**src/rtl/twopt_pkg.sv**
```systemverilog
package twopt_pkg;

  localparam int BIG_CH   = 5;
  localparam int SMALL_CH = 1;

  typedef enum logic [1:0] {
    S_IDLE,
    S_PREP,
    S_LINE,
    S_RATIO
  } conv_state_t;

  // strobes from control to datapath
  typedef struct packed {
    logic capture;
    logic lineGo;
    logic ratioGo;
    logic errOut;
    logic lineOut;
    logic ratioOut;
  } conv_ctl_t;

  // divider ratio: numerator [31:16], denominator [15:0]
  function automatic logic [31:0] ratio_word(input logic [1:0] scale);
    case (scale)
      2'd1:    ratio_word = {16'd1000, 16'd1955};
      2'd2:    ratio_word = {16'd1000, 16'd2586};
      2'd3:    ratio_word = {16'd100,  16'd406};
      default: ratio_word = {16'd1,    16'd1};
    endcase
  endfunction

endpackage

```
**src/rtl/twopt_divider.sv**
```systemverilog
module twopt_divider #(
  parameter int W = 48
) (
  input  logic         clk,
  input  logic         rstN,
  input  logic         start,
  input  logic [W-1:0] dividend,
  input  logic [W-1:0] divisor,
  output logic         done,
  output logic [W-1:0] quotient
);
  localparam int CW = $clog2(W + 1);

  logic [W-1:0]  remR;
  logic [W-1:0]  denR;
  logic [CW-1:0] cnt;
  logic [W:0]    remSh;
  logic [W:0]    trial;

  assign remSh = {remR, quotient[W-1]};
  assign trial = remSh - {1'b0, denR};

  always_ff @(posedge clk) begin
    if (!rstN) begin
      remR     <= '0;
      denR     <= '0;
      quotient <= '0;
      cnt      <= '0;
      done     <= 1'b0;
    end else begin
      done <= 1'b0;
      if (start) begin
        remR     <= '0;
        denR     <= divisor;
        quotient <= dividend;
        cnt      <= CW'(W);
      end else if (cnt != '0) begin
        if (!trial[W]) begin
          remR     <= trial[W-1:0];
          quotient <= {quotient[W-2:0], 1'b1};
        end else begin
          remR     <= remSh[W-1:0];
          quotient <= {quotient[W-2:0], 1'b0};
        end
        cnt <= cnt - 1'b1;
        if (cnt == CW'(1)) done <= 1'b1;
      end
    end
  end
endmodule

```
**src/rtl/twopt_ctrl.sv**
```systemverilog
module twopt_ctrl
  import twopt_pkg::*;
(
  input  logic      clk,
  input  logic      rstN,
  input  logic      inValid,
  input  logic      denZero,
  input  logic      bypass,
  input  logic      divDone,
  output logic      inReady,
  output conv_ctl_t ctl
);
  conv_state_t state, nextState;

  always_comb begin
    ctl       = '0;
    nextState = state;
    case (state)
      S_IDLE: if (inValid) begin
        ctl.capture = 1'b1;
        nextState   = S_PREP;
      end
      S_PREP: if (denZero) begin
        ctl.errOut = 1'b1;
        nextState  = S_IDLE;
      end else begin
        ctl.lineGo = 1'b1;
        nextState  = S_LINE;
      end
      S_LINE: if (divDone) begin
        if (bypass) begin
          ctl.lineOut = 1'b1;
          nextState   = S_IDLE;
        end else begin
          ctl.ratioGo = 1'b1;
          nextState   = S_RATIO;
        end
      end
      S_RATIO: if (divDone) begin
        ctl.ratioOut = 1'b1;
        nextState    = S_IDLE;
      end
      default: nextState = S_IDLE;
    endcase
  end

  assign inReady = (state == S_IDLE);

  always_ff @(posedge clk) begin
    if (!rstN) state <= S_IDLE;
    else       state <= nextState;
  end
endmodule

```
**src/rtl/twopt_datapath.sv**
```systemverilog
module twopt_datapath
  import twopt_pkg::*;
#(
  parameter int RAW_W     = 12,
  parameter int CH_W      = 5,
  parameter int OUT_W     = 36,
  parameter int DIV_W     = 48,
  parameter int BIG_NOM0  = 856,
  parameter int BIG_NOM1  = 733,
  parameter int SML_NOM0  = 833,
  parameter int SML_NOM1  = 80,
  parameter int BIG_V0    = 4200,
  parameter int BIG_V1    = 3600,
  parameter int SML_V0    = 1000,
  parameter int SML_V1    = 100
) (
  input  logic             clk,
  input  logic             rstN,
  input  conv_ctl_t        ctl,
  input  logic [RAW_W-1:0] rawCode,
  input  logic [CH_W-1:0]  chanSel,
  input  logic [1:0]       scaleSel,
  input  logic [15:0]      bigCalib,
  input  logic [15:0]      smallCalib,
  output logic             denZero,
  output logic             bypass,
  output logic             divDone,
  output logic             outValid,
  output logic [OUT_W-1:0] outMv,
  output logic             calErr
);
  localparam int ACC_W = DIV_W;

  logic [RAW_W-1:0] rawQ;
  logic [CH_W-1:0]  chanQ;
  logic [1:0]       scaleQ;
  logic             bigQ;
  logic [15:0]      calQ;
  logic             negQR;

  logic signed [ACC_W-1:0] pt0, pt1, den, num, diffV, baseV, rawS;
  logic signed [ACC_W-1:0] qS, lineVal, voltC;
  logic [ACC_W-1:0] absNum, absDen, voltU, ratDividend;
  logic [31:0]      rWord;
  logic [15:0]      rNum, rDen;
  logic             divStart;
  logic [ACC_W-1:0] divA, divB, divQuo;

  // captured request
  always_ff @(posedge clk) begin
    if (!rstN) begin
      rawQ   <= '0;
      chanQ  <= '0;
      scaleQ <= '0;
      bigQ   <= 1'b0;
      calQ   <= '0;
    end else if (ctl.capture) begin
      rawQ   <= rawCode;
      chanQ  <= chanSel;
      scaleQ <= scaleSel;
      bigQ   <= (chanSel == CH_W'(BIG_CH));
      calQ   <= (chanSel == CH_W'(BIG_CH)) ? bigCalib : smallCalib;
    end
  end

  // calibration points and line terms
  always_comb begin
    pt0   = ($signed({{(ACC_W-8){1'b0}}, calQ[7:0]})
             + ACC_W'(bigQ ? BIG_NOM0 : SML_NOM0) - ACC_W'(128)) * ACC_W'(4);
    pt1   = ($signed({{(ACC_W-8){1'b0}}, calQ[15:8]})
             + ACC_W'(bigQ ? BIG_NOM1 : SML_NOM1) - ACC_W'(128)) * ACC_W'(4);
    diffV = bigQ ? ACC_W'(BIG_V0 - BIG_V1) : ACC_W'(SML_V0 - SML_V1);
    baseV = bigQ ? ACC_W'(BIG_V1) : ACC_W'(SML_V1);
    rawS  = $signed({{(ACC_W-RAW_W){1'b0}}, rawQ});
    num   = diffV * (rawS - pt1);
    den   = pt0 - pt1;
    absNum = num[ACC_W-1] ? -num : num;
    absDen = den[ACC_W-1] ? -den : den;
  end

  assign denZero = (den == '0);
  assign bypass  = (chanQ == CH_W'(BIG_CH)) || (chanQ == CH_W'(SMALL_CH));

  always_ff @(posedge clk) begin
    if (!rstN)            negQR <= 1'b0;
    else if (ctl.lineGo)  negQR <= num[ACC_W-1] ^ den[ACC_W-1];
  end

  // signed quotient, offset, clamp
  always_comb begin
    qS      = $signed(divQuo);
    lineVal = (negQR ? -qS : qS) + baseV;
    voltC   = lineVal[ACC_W-1] ? '0 : lineVal;
    voltU   = voltC;
  end

  // ratio removal terms
  assign rWord       = ratio_word(scaleQ);
  assign rNum        = rWord[31:16];
  assign rDen        = rWord[15:0];
  assign ratDividend = voltU * ACC_W'(rDen) + ACC_W'(rNum >> 1);

  assign divStart = ctl.lineGo | ctl.ratioGo;
  assign divA     = ctl.lineGo ? absNum : ratDividend;
  assign divB     = ctl.lineGo ? absDen : ACC_W'(rNum);

  twopt_divider #(.W(DIV_W)) u_div (
    .clk      (clk),
    .rstN     (rstN),
    .start    (divStart),
    .dividend (divA),
    .divisor  (divB),
    .done     (divDone),
    .quotient (divQuo)
  );

  // result registers
  always_ff @(posedge clk) begin
    if (!rstN) begin
      outValid <= 1'b0;
      outMv    <= '0;
      calErr   <= 1'b0;
    end else begin
      outValid <= ctl.errOut | ctl.lineOut | ctl.ratioOut;
      if (ctl.errOut) begin
        outMv  <= '0;
        calErr <= 1'b1;
      end else if (ctl.lineOut) begin
        outMv  <= voltU[OUT_W-1:0];
        calErr <= 1'b0;
      end else if (ctl.ratioOut) begin
        outMv  <= divQuo[OUT_W-1:0];
        calErr <= 1'b0;
      end
    end
  end
endmodule

```
**src/rtl/twopt_volt_conv.sv**
```systemverilog
module twopt_volt_conv
  import twopt_pkg::*;
#(
  parameter int RAW_W = 12,
  parameter int CH_W  = 5,
  parameter int OUT_W = 36,
  parameter int DIV_W = 48
) (
  input  logic             clk,
  input  logic             rstN,
  input  logic             inValid,
  output logic             inReady,
  input  logic [RAW_W-1:0] rawCode,
  input  logic [CH_W-1:0]  chanSel,
  input  logic [1:0]       scaleSel,
  input  logic [15:0]      bigCalib,
  input  logic [15:0]      smallCalib,
  output logic             outValid,
  output logic [OUT_W-1:0] outMv,
  output logic             calErr
);
  conv_ctl_t ctl;
  logic denZero, bypass, divDone;

  twopt_ctrl u_ctrl (
    .clk     (clk),
    .rstN    (rstN),
    .inValid (inValid),
    .denZero (denZero),
    .bypass  (bypass),
    .divDone (divDone),
    .inReady (inReady),
    .ctl     (ctl)
  );

  twopt_datapath #(
    .RAW_W (RAW_W),
    .CH_W  (CH_W),
    .OUT_W (OUT_W),
    .DIV_W (DIV_W)
  ) u_dp (
    .clk        (clk),
    .rstN       (rstN),
    .ctl        (ctl),
    .rawCode    (rawCode),
    .chanSel    (chanSel),
    .scaleSel   (scaleSel),
    .bigCalib   (bigCalib),
    .smallCalib (smallCalib),
    .denZero    (denZero),
    .bypass     (bypass),
    .divDone    (divDone),
    .outValid   (outValid),
    .outMv      (outMv),
    .calErr     (calErr)
  );
endmodule

```
**config.mk**
```make
export PLATFORM = sky130hd
export DESIGN_NAME = twopt_volt_conv
export DESIGN_NICKNAME = d
export VERILOG_FILES = /design/src/rtl/twopt_pkg.sv /design/src/rtl/twopt_divider.sv /design/src/rtl/twopt_ctrl.sv /design/src/rtl/twopt_datapath.sv /design/src/rtl/twopt_volt_conv.sv
export SDC_FILE = /design/constraint.sdc
export NUM_CORES = 2
export LEC_CHECK = 0
export CAP_MARGIN = 20
export CELL_PAD_IN_SITES_DETAIL_PLACEMENT = 0
export CELL_PAD_IN_SITES_GLOBAL_PLACEMENT = 1
export CORE_MARGIN = 5
export CORE_UTILIZATION = 35
export DETAILED_ROUTE_END_ITERATION = 8
export DONT_BUFFER_PORTS = 1
export PLACE_DENSITY = 0.69
export SKIP_CTS_REPAIR_TIMING = 1
export SKIP_LAST_GASP = 1
export SLEW_MARGIN = 20
export SYNTH_ARGS = -nofsm -noshare
export SYNTH_HDL_FRONTEND = slang
export SYNTH_SLANG_ARGS = --single-unit
```
**constraint.sdc**
```tcl
create_clock -name clk -period 11.4 [get_ports clk]
set_clock_uncertainty 0.15 [all_clocks]
set_input_delay 2.28 -clock clk [delete_from_list [all_inputs] [get_ports clk]]
set_output_delay 2.28 -clock clk [all_outputs]
set_load 0.05 [all_outputs]
```
### Word level (Yosys, flattened, before mapping)

Index checks and enable logic that the tools add are counted.

| storage, ports and cells | value |
|---|---|
| bits in registers | 228 |
| bits of input ports | 54 |
| output and inout bits | 39 |
| word-level logic and storage cells | 105 |

| cells by class | value |
|---|---|
| add/subtract/negate cells | 13 |
| $mul | 2 |
| eq/ne operators | 13 |
| muxes and demuxes | 44 |
| bitwise operators | 6 |
| reductions and logical operators | 11 |

Operators with widths:

| operator | number |
|---|---|
| two-way mux 48 bit | 8 |
| negator 48 bit | 3 |
| adder 9 x 46 -> 46 bit | 2 |
| subtractor 46 x 9 -> 46 bit (second input constant) | 2 |
| case mux 26 bit (3 select lines) | 1 |
| two-way mux 36 bit | 2 |
| subtractor 49 x 48 -> 49 bit | 1 |
| adder 48 bit | 1 |
| adder 48 x 9 -> 48 bit | 1 |
| logical NOT 48 bit | 1 |
| multiplier 48 x 16 -> 48 bit | 1 |
| multiplier 48 x 48 -> 48 bit | 1 |
| subtractor 13 x 48 -> 48 bit | 1 |
| subtractor 48 bit | 1 |
| two-way mux 47 bit | 1 |
| two-way mux 1 bit | 19 |
| two-way mux 16 bit | 1 |
| two-way mux 12 bit | 1 |
| two-way mux 6 bit | 2 |
| equality test 5 x 3 -> 1 bit (second input constant) | 2 |
| two-way mux 10 bit | 1 |
| two-way mux 2 bit | 5 |
| two-way mux 9 bit | 1 |
| equality test 2 bit (second input constant) | 4 |
| other kinds (19) | 26 |

### Logic depth before layout (Yosys ltp)

| depth | value |
|---|---|
| depth in word-level cells | 9 |
| depth in mapped cells | 46 |
| gate-level depth less buffers | 43 |

### By module

Synthesis repeated with hierarchy kept, for this count alone.

| unflattened totals | value |
|---|---|
| cells, all modules | 4714 |
| area total of the unflattened synthesis | 38121.6 µm² |

Modules (own cells, without submodules):

| module | instances | cells each | area an instance (µm²) | seq. area each (µm²) |
|---|---|---|---|---|
| twopt_datapath | 1 | 3499 | 28554.9 | 1481.4 |
| twopt_divider | 1 | 1201 | 9415.3 | 3022.9 |
| twopt_ctrl | 1 | 14 | 151.4 | 40.0 |

### Worst setup path after synthesis

Ideal clock, no wire load.

| timing | value |
|---|---|
| path type | reg2reg |
| start point | register u_dp.negQR |
| end point | register u_dp.u_div.quotient[44] |
| library setup time | 0.132 ns |
| arrival time | 10.909 ns |
| slack | 0.209 ns |
| stages on the path, launching flop included | 42 |
| buffers on the path | 8 |
| clock period less this slack | 11.191 ns |
| cell sequence | dfxtp_1 > clkbuf_1 > buf_1 > buf_1 > clkbuf_1 > buf_1 > nand2_1 > xnor2_1 > ha_1 > a21oi_1 > nand2_1 > a21o_1 > o211a_1 > o21ai_1 > nor4_4 > xnor2_1 > clkbuf_1 > clkbuf_1 > [... 6 more ...] > fa_1 > inv_1 > fa_1 > fa_1 > inv_1 > ha_1 > a2111oi_0 > o311ai_0 > or4_1 > a31o_2 > a211oi_1 > o31ai_1 > a221oi_1 > o31ai_1 > a2111oi_0 > o32ai_1 > a31oi_1 > a21oi_1 |

| between the ends | value |
|---|---|
| cells in the longest elaborated chain, start to end | 7 |

Ends and longest elaborated chain:

| item | line | text |
|---|---|---|
| start, declared | twopt_datapath.sv:39 | `logic negQR;` |
| start signal, assigned | twopt_datapath.sv:86 | `else if (ctl.lineGo) negQR <= num[ACC_W-1] ^ den[ACC_W-1];` |
| two-way mux 48 bit | twopt_datapath.sv:92 | `lineVal = (negQR ? -qS : qS) + baseV;` |
| adder 48 bit | twopt_datapath.sv:92 |  |
| two-way mux 47 bit | twopt_datapath.sv:93 | `voltC = lineVal[ACC_W-1] ? '0 : lineVal;` |
| multiplier 48 x 16 -> 48 bit | twopt_datapath.sv:101 | `assign ratDividend = voltU * ACC_W'(rDen) + ACC_W'(rNum >> 1);` |
| adder 48 x 9 -> 48 bit | twopt_datapath.sv:101 |  |
| two-way mux 48 bit | twopt_datapath.sv:104 | `assign divA = ctl.lineGo ? absNum : ratDividend;` |
| two-way mux 48 bit | twopt_divider.sv:32 | `if (start) begin` |
| end signal, assigned | twopt_divider.sv:35 | `quotient <= dividend;` |
| end signal, assigned | twopt_divider.sv:40 | `quotient <= {quotient[W-2:0], 1'b1};` |
| end signal, assigned | twopt_divider.sv:43 | `quotient <= {quotient[W-2:0], 1'b0};` |
| end, declared | twopt_divider.sv:10 | `output logic [W-1:0] quotient` |

Every way passes these cells.
A chain may end at the register's enable or synchronous reset.

### Worst setup path after layout

| timing | value |
|---|---|
| start point | register u_dp.u_div.quotient[2] |
| end point | register u_dp.u_div.quotient[44] |

| between the ends | value |
|---|---|
| cells in the longest elaborated chain, start to end | 8 |

Ends and longest elaborated chain:

| item | line |
|---|---|
| negator 48 bit | twopt_datapath.sv:92 |
| two-way mux 48 bit * | twopt_datapath.sv:92 |
| adder 48 bit * | twopt_datapath.sv:92 |
| two-way mux 47 bit * | twopt_datapath.sv:93 |
| multiplier 48 x 16 -> 48 bit * | twopt_datapath.sv:101 |
| adder 48 x 9 -> 48 bit * | twopt_datapath.sv:101 |
| two-way mux 48 bit * | twopt_datapath.sv:104 |
| two-way mux 48 bit * | twopt_divider.sv:32 |

Mark *: on every way between the ends. The rest lies on a longest branch, timed or not.

==> flow_results.org <==
** GRT
- Largest net degree at the start of global routing :: 89
- Antenna violations before repair :: 1
- Vias in the first global route :: 36900
- Global-route usage over all layers :: a little over a fifth
- After global routing the overflow that remains totals 0.
- Wire length of the first global-routing pass :: between 200 and 250 mm

** Setup path
- Largest fanout on the critical path :: 10
- Arrival time at the worst endpoint :: between 10000 and 15000 ps
- The startpoint identified for the worst register-to-register timing path is u_dp.u_div.quotient[2]$_SDFFE_PN0P_.
- The largest individual stage delay along the critical path comes from the cell fa_1.
- The worst register-to-register path has a setup slack of 330 ps.
- Destination of the critical timing path :: u_dp.u_div.quotient[44]$_SDFFE_PN0P_
- STA classifies the critical path endpoint as a register.
- Launch point of the worst path :: u_dp.u_div.quotient[2]$_SDFFE_PN0P_
- The number of buffers and inverters on the critical path is 7.
- The worst register-to-register path ends at u_dp.u_div.quotient[44]$_SDFFE_PN0P_.
- Category of the critical setup timing path :: reg2reg
- Critical path's most frequent cell :: fa_1
- Among cell families on the critical path, the largest total delay comes from adder cells.
- The critical path crosses 40 cells after its start point.
- On the worst path, the slowest cell contributes a delay of 600 ps.
- STA puts the critical path data required time at roughly 12000 ps.
- The worst setup path is launched from a register.
- R2r worst-path depth :: 40

** Final layout
- Count of nets after finishing :: approximately 6300
- The area growth from synthesis to layout is 9.77%.
- The post-route netlist has 7.12% of its cells at a drive strength greater than 1.

** Clock network
- In this run the number of H-tree levels came out at 1.
- After clock tree synthesis, the clock-pin slew on the worst setup and hold paths is around 70 ps.
- Later-pin clock latency in the skew report :: around 590 ps
- Total clock buffers created by CTS :: 28
- Bufs on Longest Clock Path :: 3
- CTS placed an instance of clkbuf_16 at the clock tree root.
- Clk sink count :: ~230
- CTS tree :: done

** Logic synthesis
- After synthesis, the cell types taking the most area are fa_1 26%, ha_1 14%, dfxtp_1 10%, inv_1 7.5%, xnor2_1 3.9%.
- Fraction of registers with async set/reset :: 0%
- Summed over its instances, the top area cell type makes up roughly a quarter of the synthesized netlist area.
- Post-synth EDFFs :: 0
- The synthesized design contains between 200 and 250 register bits.
- Synthesis handed over a netlist of 5256 instances.
- Yosys printed 0 warnings.
- In the synthesized netlist the dominant register cell turns out to be dfxtp_1.
- Mean Syn Cell Area :: approximately 8.2 um2
- The mapped netlist covers 0.0431 mm2.
- Sequential cells were found to cover 10.5% of the synthesized design area.
- Counting distinct cell types in the post-synthesis netlist gives 91.
- fa_1 takes more of the synthesized area than any other cell.

** STA
- Setup repair after global routing could not meet its margin everywhere.
- The number of hold-slack violations in the final timing report came to 0.
- Worst Max-Slew Pin Slew :: 1190 ps
- Achievable Freq :: around 90 MHz
- Share of the cycle needed by the critical path after routing :: between 90% and 100%
- Max_slew headroom :: approximately 20%
- Pins Over Slew Limit :: 0
- Final min period :: ~11000 ps
- Final Worst Setup Slack :: between 300 and 400 ps
- Setup violations remaining at the end of the flow were counted as 0.

** Job
- Maxcap violations :: 0

** Placement
- Count of input and output buffers :: 0
- The congestion estimate from routability-driven global placement came to just over 0.9.
- Estimated wirelength of the detail-placed design :: between 100 and 150 mm
- Timing analysis after detailed placement gives a worst setup slack of -642 ps.

** Floorplan
- In this run the standard cell core region covers 0.122 mm2.
- The die covers between 0.1 and 0.15 mm2.
- Initial core utilization :: between 30% and 40%
- Height of the die :: approximately 360 um
- I/O pins :: between 90 and 100
- The die is around 360 um wide.
- Row cnt :: between 100 and 150

** Routing
- The detailed router placed 36300 vias in this run.
- Post-Route WL :: between 100 and 150 mm
- Router iterations before antenna repair :: 5
- Via/cell ratio :: roughly 5.3
- After detailed routing, the average wire length per cell comes to 20.2 um.
- After the first detailed-routing iteration, the DRC count stood at 2317.
- For this run, design rule violations remaining after detail routing come to 0.
- The detail route stage leaves a number of antenna-violating nets equal to 0.

** Status
- The flow ran to the end, and the final reports show no timing, DRC or antenna violations.

** Hold path
- In this run the worst hold path is classified as reg2reg.
==> state kept, by name, indices dropped and copies added, names as in the netlist <==
register	count
u_dp.outValid	1
u_dp.rawQ	12
u_dp.u_div.done	1
u_dp.calErr	1
u_dp.negQR	1
u_dp.bigQ	1
u_dp.chanQ	4
u_dp.scaleQ	2
u_dp.calQ	16
u_ctrl.state	2
u_dp.u_div.quotient	48
u_dp.outMv	36
u_dp.u_div.remR	48
u_dp.u_div.denR	47
u_dp.u_div.cnt	6
==> tightest hold or removal path: cells and delay by family, from the launching register on <==
| kind | cells | cell delay, ps |
|---|---|---|
| buffers and inverters | 1 | 60 |
| flip-flops | 1 | 290 |
| AND/OR/NAND/NOR | 1 | 40 |
==> metrics by stage <==
stage	cell area [um2]	std cells	utilization (%)	hold WS, ps	TNS [ps]
finish	47300	6891	38.8	291	0
global route	47300	6890	38.8	325	-169
CTS	46900	6881	38.5	297	-2470
detailed placement	45900	6829	37.6	288	-1990
global placement	45900	6829	37.6	280	-1300
floorplan	43100	5264	-	270	0
==> synthesized netlist by cell type, types with 18 or more instances <==
master      n
a211oi_1  111
a21o_1    107
a21oi_1   244
a22oi_1    18
a31oi_1    43
and2_1     71
and3_1     44
buf_1      22
clkbuf_1  235
dfxtp_1   226
fa_1      555
ha_1      494
inv_1     860
mux2i_1    58
nand2_1   423
nand2b_1   33
nand3_1   123
nand4_1    27
nor2_1    368
nor2b_1    44
nor3_1    150
nor4_1     29
o211ai_1   34
o21a_1     24
o21ai_0   152
o21bai_1   22
o22ai_1   113
o31ai_1    37
or2_2      20
or3_1      43
xnor2_1   191
xor2_1    105
==> worst min path at each step <==
stage | from | to | slack, ps | depth (start not counted)
3_5_place_dp | u_dp.u_div.denR[33]$_SDFFE_PN0N_ | u_dp.u_div.denR[33]$_SDFFE_PN0N_ | 290 | 2
5_1_grt | u_dp.u_div.denR[37]$_SDFFE_PN0N_ | u_dp.u_div.denR[37]$_SDFFE_PN0N_ | 320 | 2
2_1_floorplan | u_dp.u_div.denR[29]$_SDFFE_PN0N_ | u_dp.u_div.denR[29]$_SDFFE_PN0N_ | 270 | 2
3_3_place_gp | u_dp.u_div.denR[41]$_SDFFE_PN0N_ | u_dp.u_div.denR[41]$_SDFFE_PN0N_ | 280 | 2
6_report | u_dp.u_div.denR[33]$_SDFFE_PN0N_ | u_dp.u_div.denR[33]$_SDFFE_PN0N_ | 290 | 2
4_1_cts | u_dp.u_div.denR[33]$_SDFFE_PN0N_ | u_dp.u_div.denR[33]$_SDFFE_PN0N_ | 300 | 2
==> metal layers <==
| metal | GRT usage [%] | vias to the layer above | part of all wire, % |
|---|---|---|---|
| met3 | 2.99 | 122 | 5.8 |
| li1 | - | 17600 | - |
| met2 | 33.9 | 886 | 45 |
| met4 | 3.95 | 0 | 2.0 |
| met5 | 0 | - | 0 |
| met1 | 30.0 | 17700 | 47 |
==> final cells by class <==
class / count / area [um2]
timing repair buffer: 210 / 1650
inverter: 861 / 3230
antenna: 1 / 2.50
multi-input combinational: 3916 / 34800
clock buffer: 36 / 792
fill: 12800 / 74700
sequential: 226 / 4530
clock inverter: 16 / 288
tap: 1625 / 2030
==> cell families (layout without fill, tap and decap cells) <==
logic type,after synthesis,count (layout),synth area share (%)
simple gates,1439,1439,15.9
buf+inv,1123,1123,9.81
compound gates,1057,1057,16.1
fa+ha+maj,1052,1052,40.2
xor+xnor,298,299,6.10
flops,226,226,10.5
mux,59,59,1.37
other cells,2,11,0.0174
==> placed cells by master (no fill, tap or decap), drive strengths merged, types with 58 or more instances in the layout <==
cell and instances:
dfxtp 226, and2 71, o21ai 159, xnor2 192
nand3 123, a211oi 112, o22ai 113, inv 862
a21o 107, a21oi 244, nor2 368, nand2 423
ha 494, fa 555, buf 209, mux2i 58
xor2 106, nor3 152
Power is left out: the tool's default activity adds up to more than one toggle a clock period on the data nets, which glitch-free logic cannot reach.
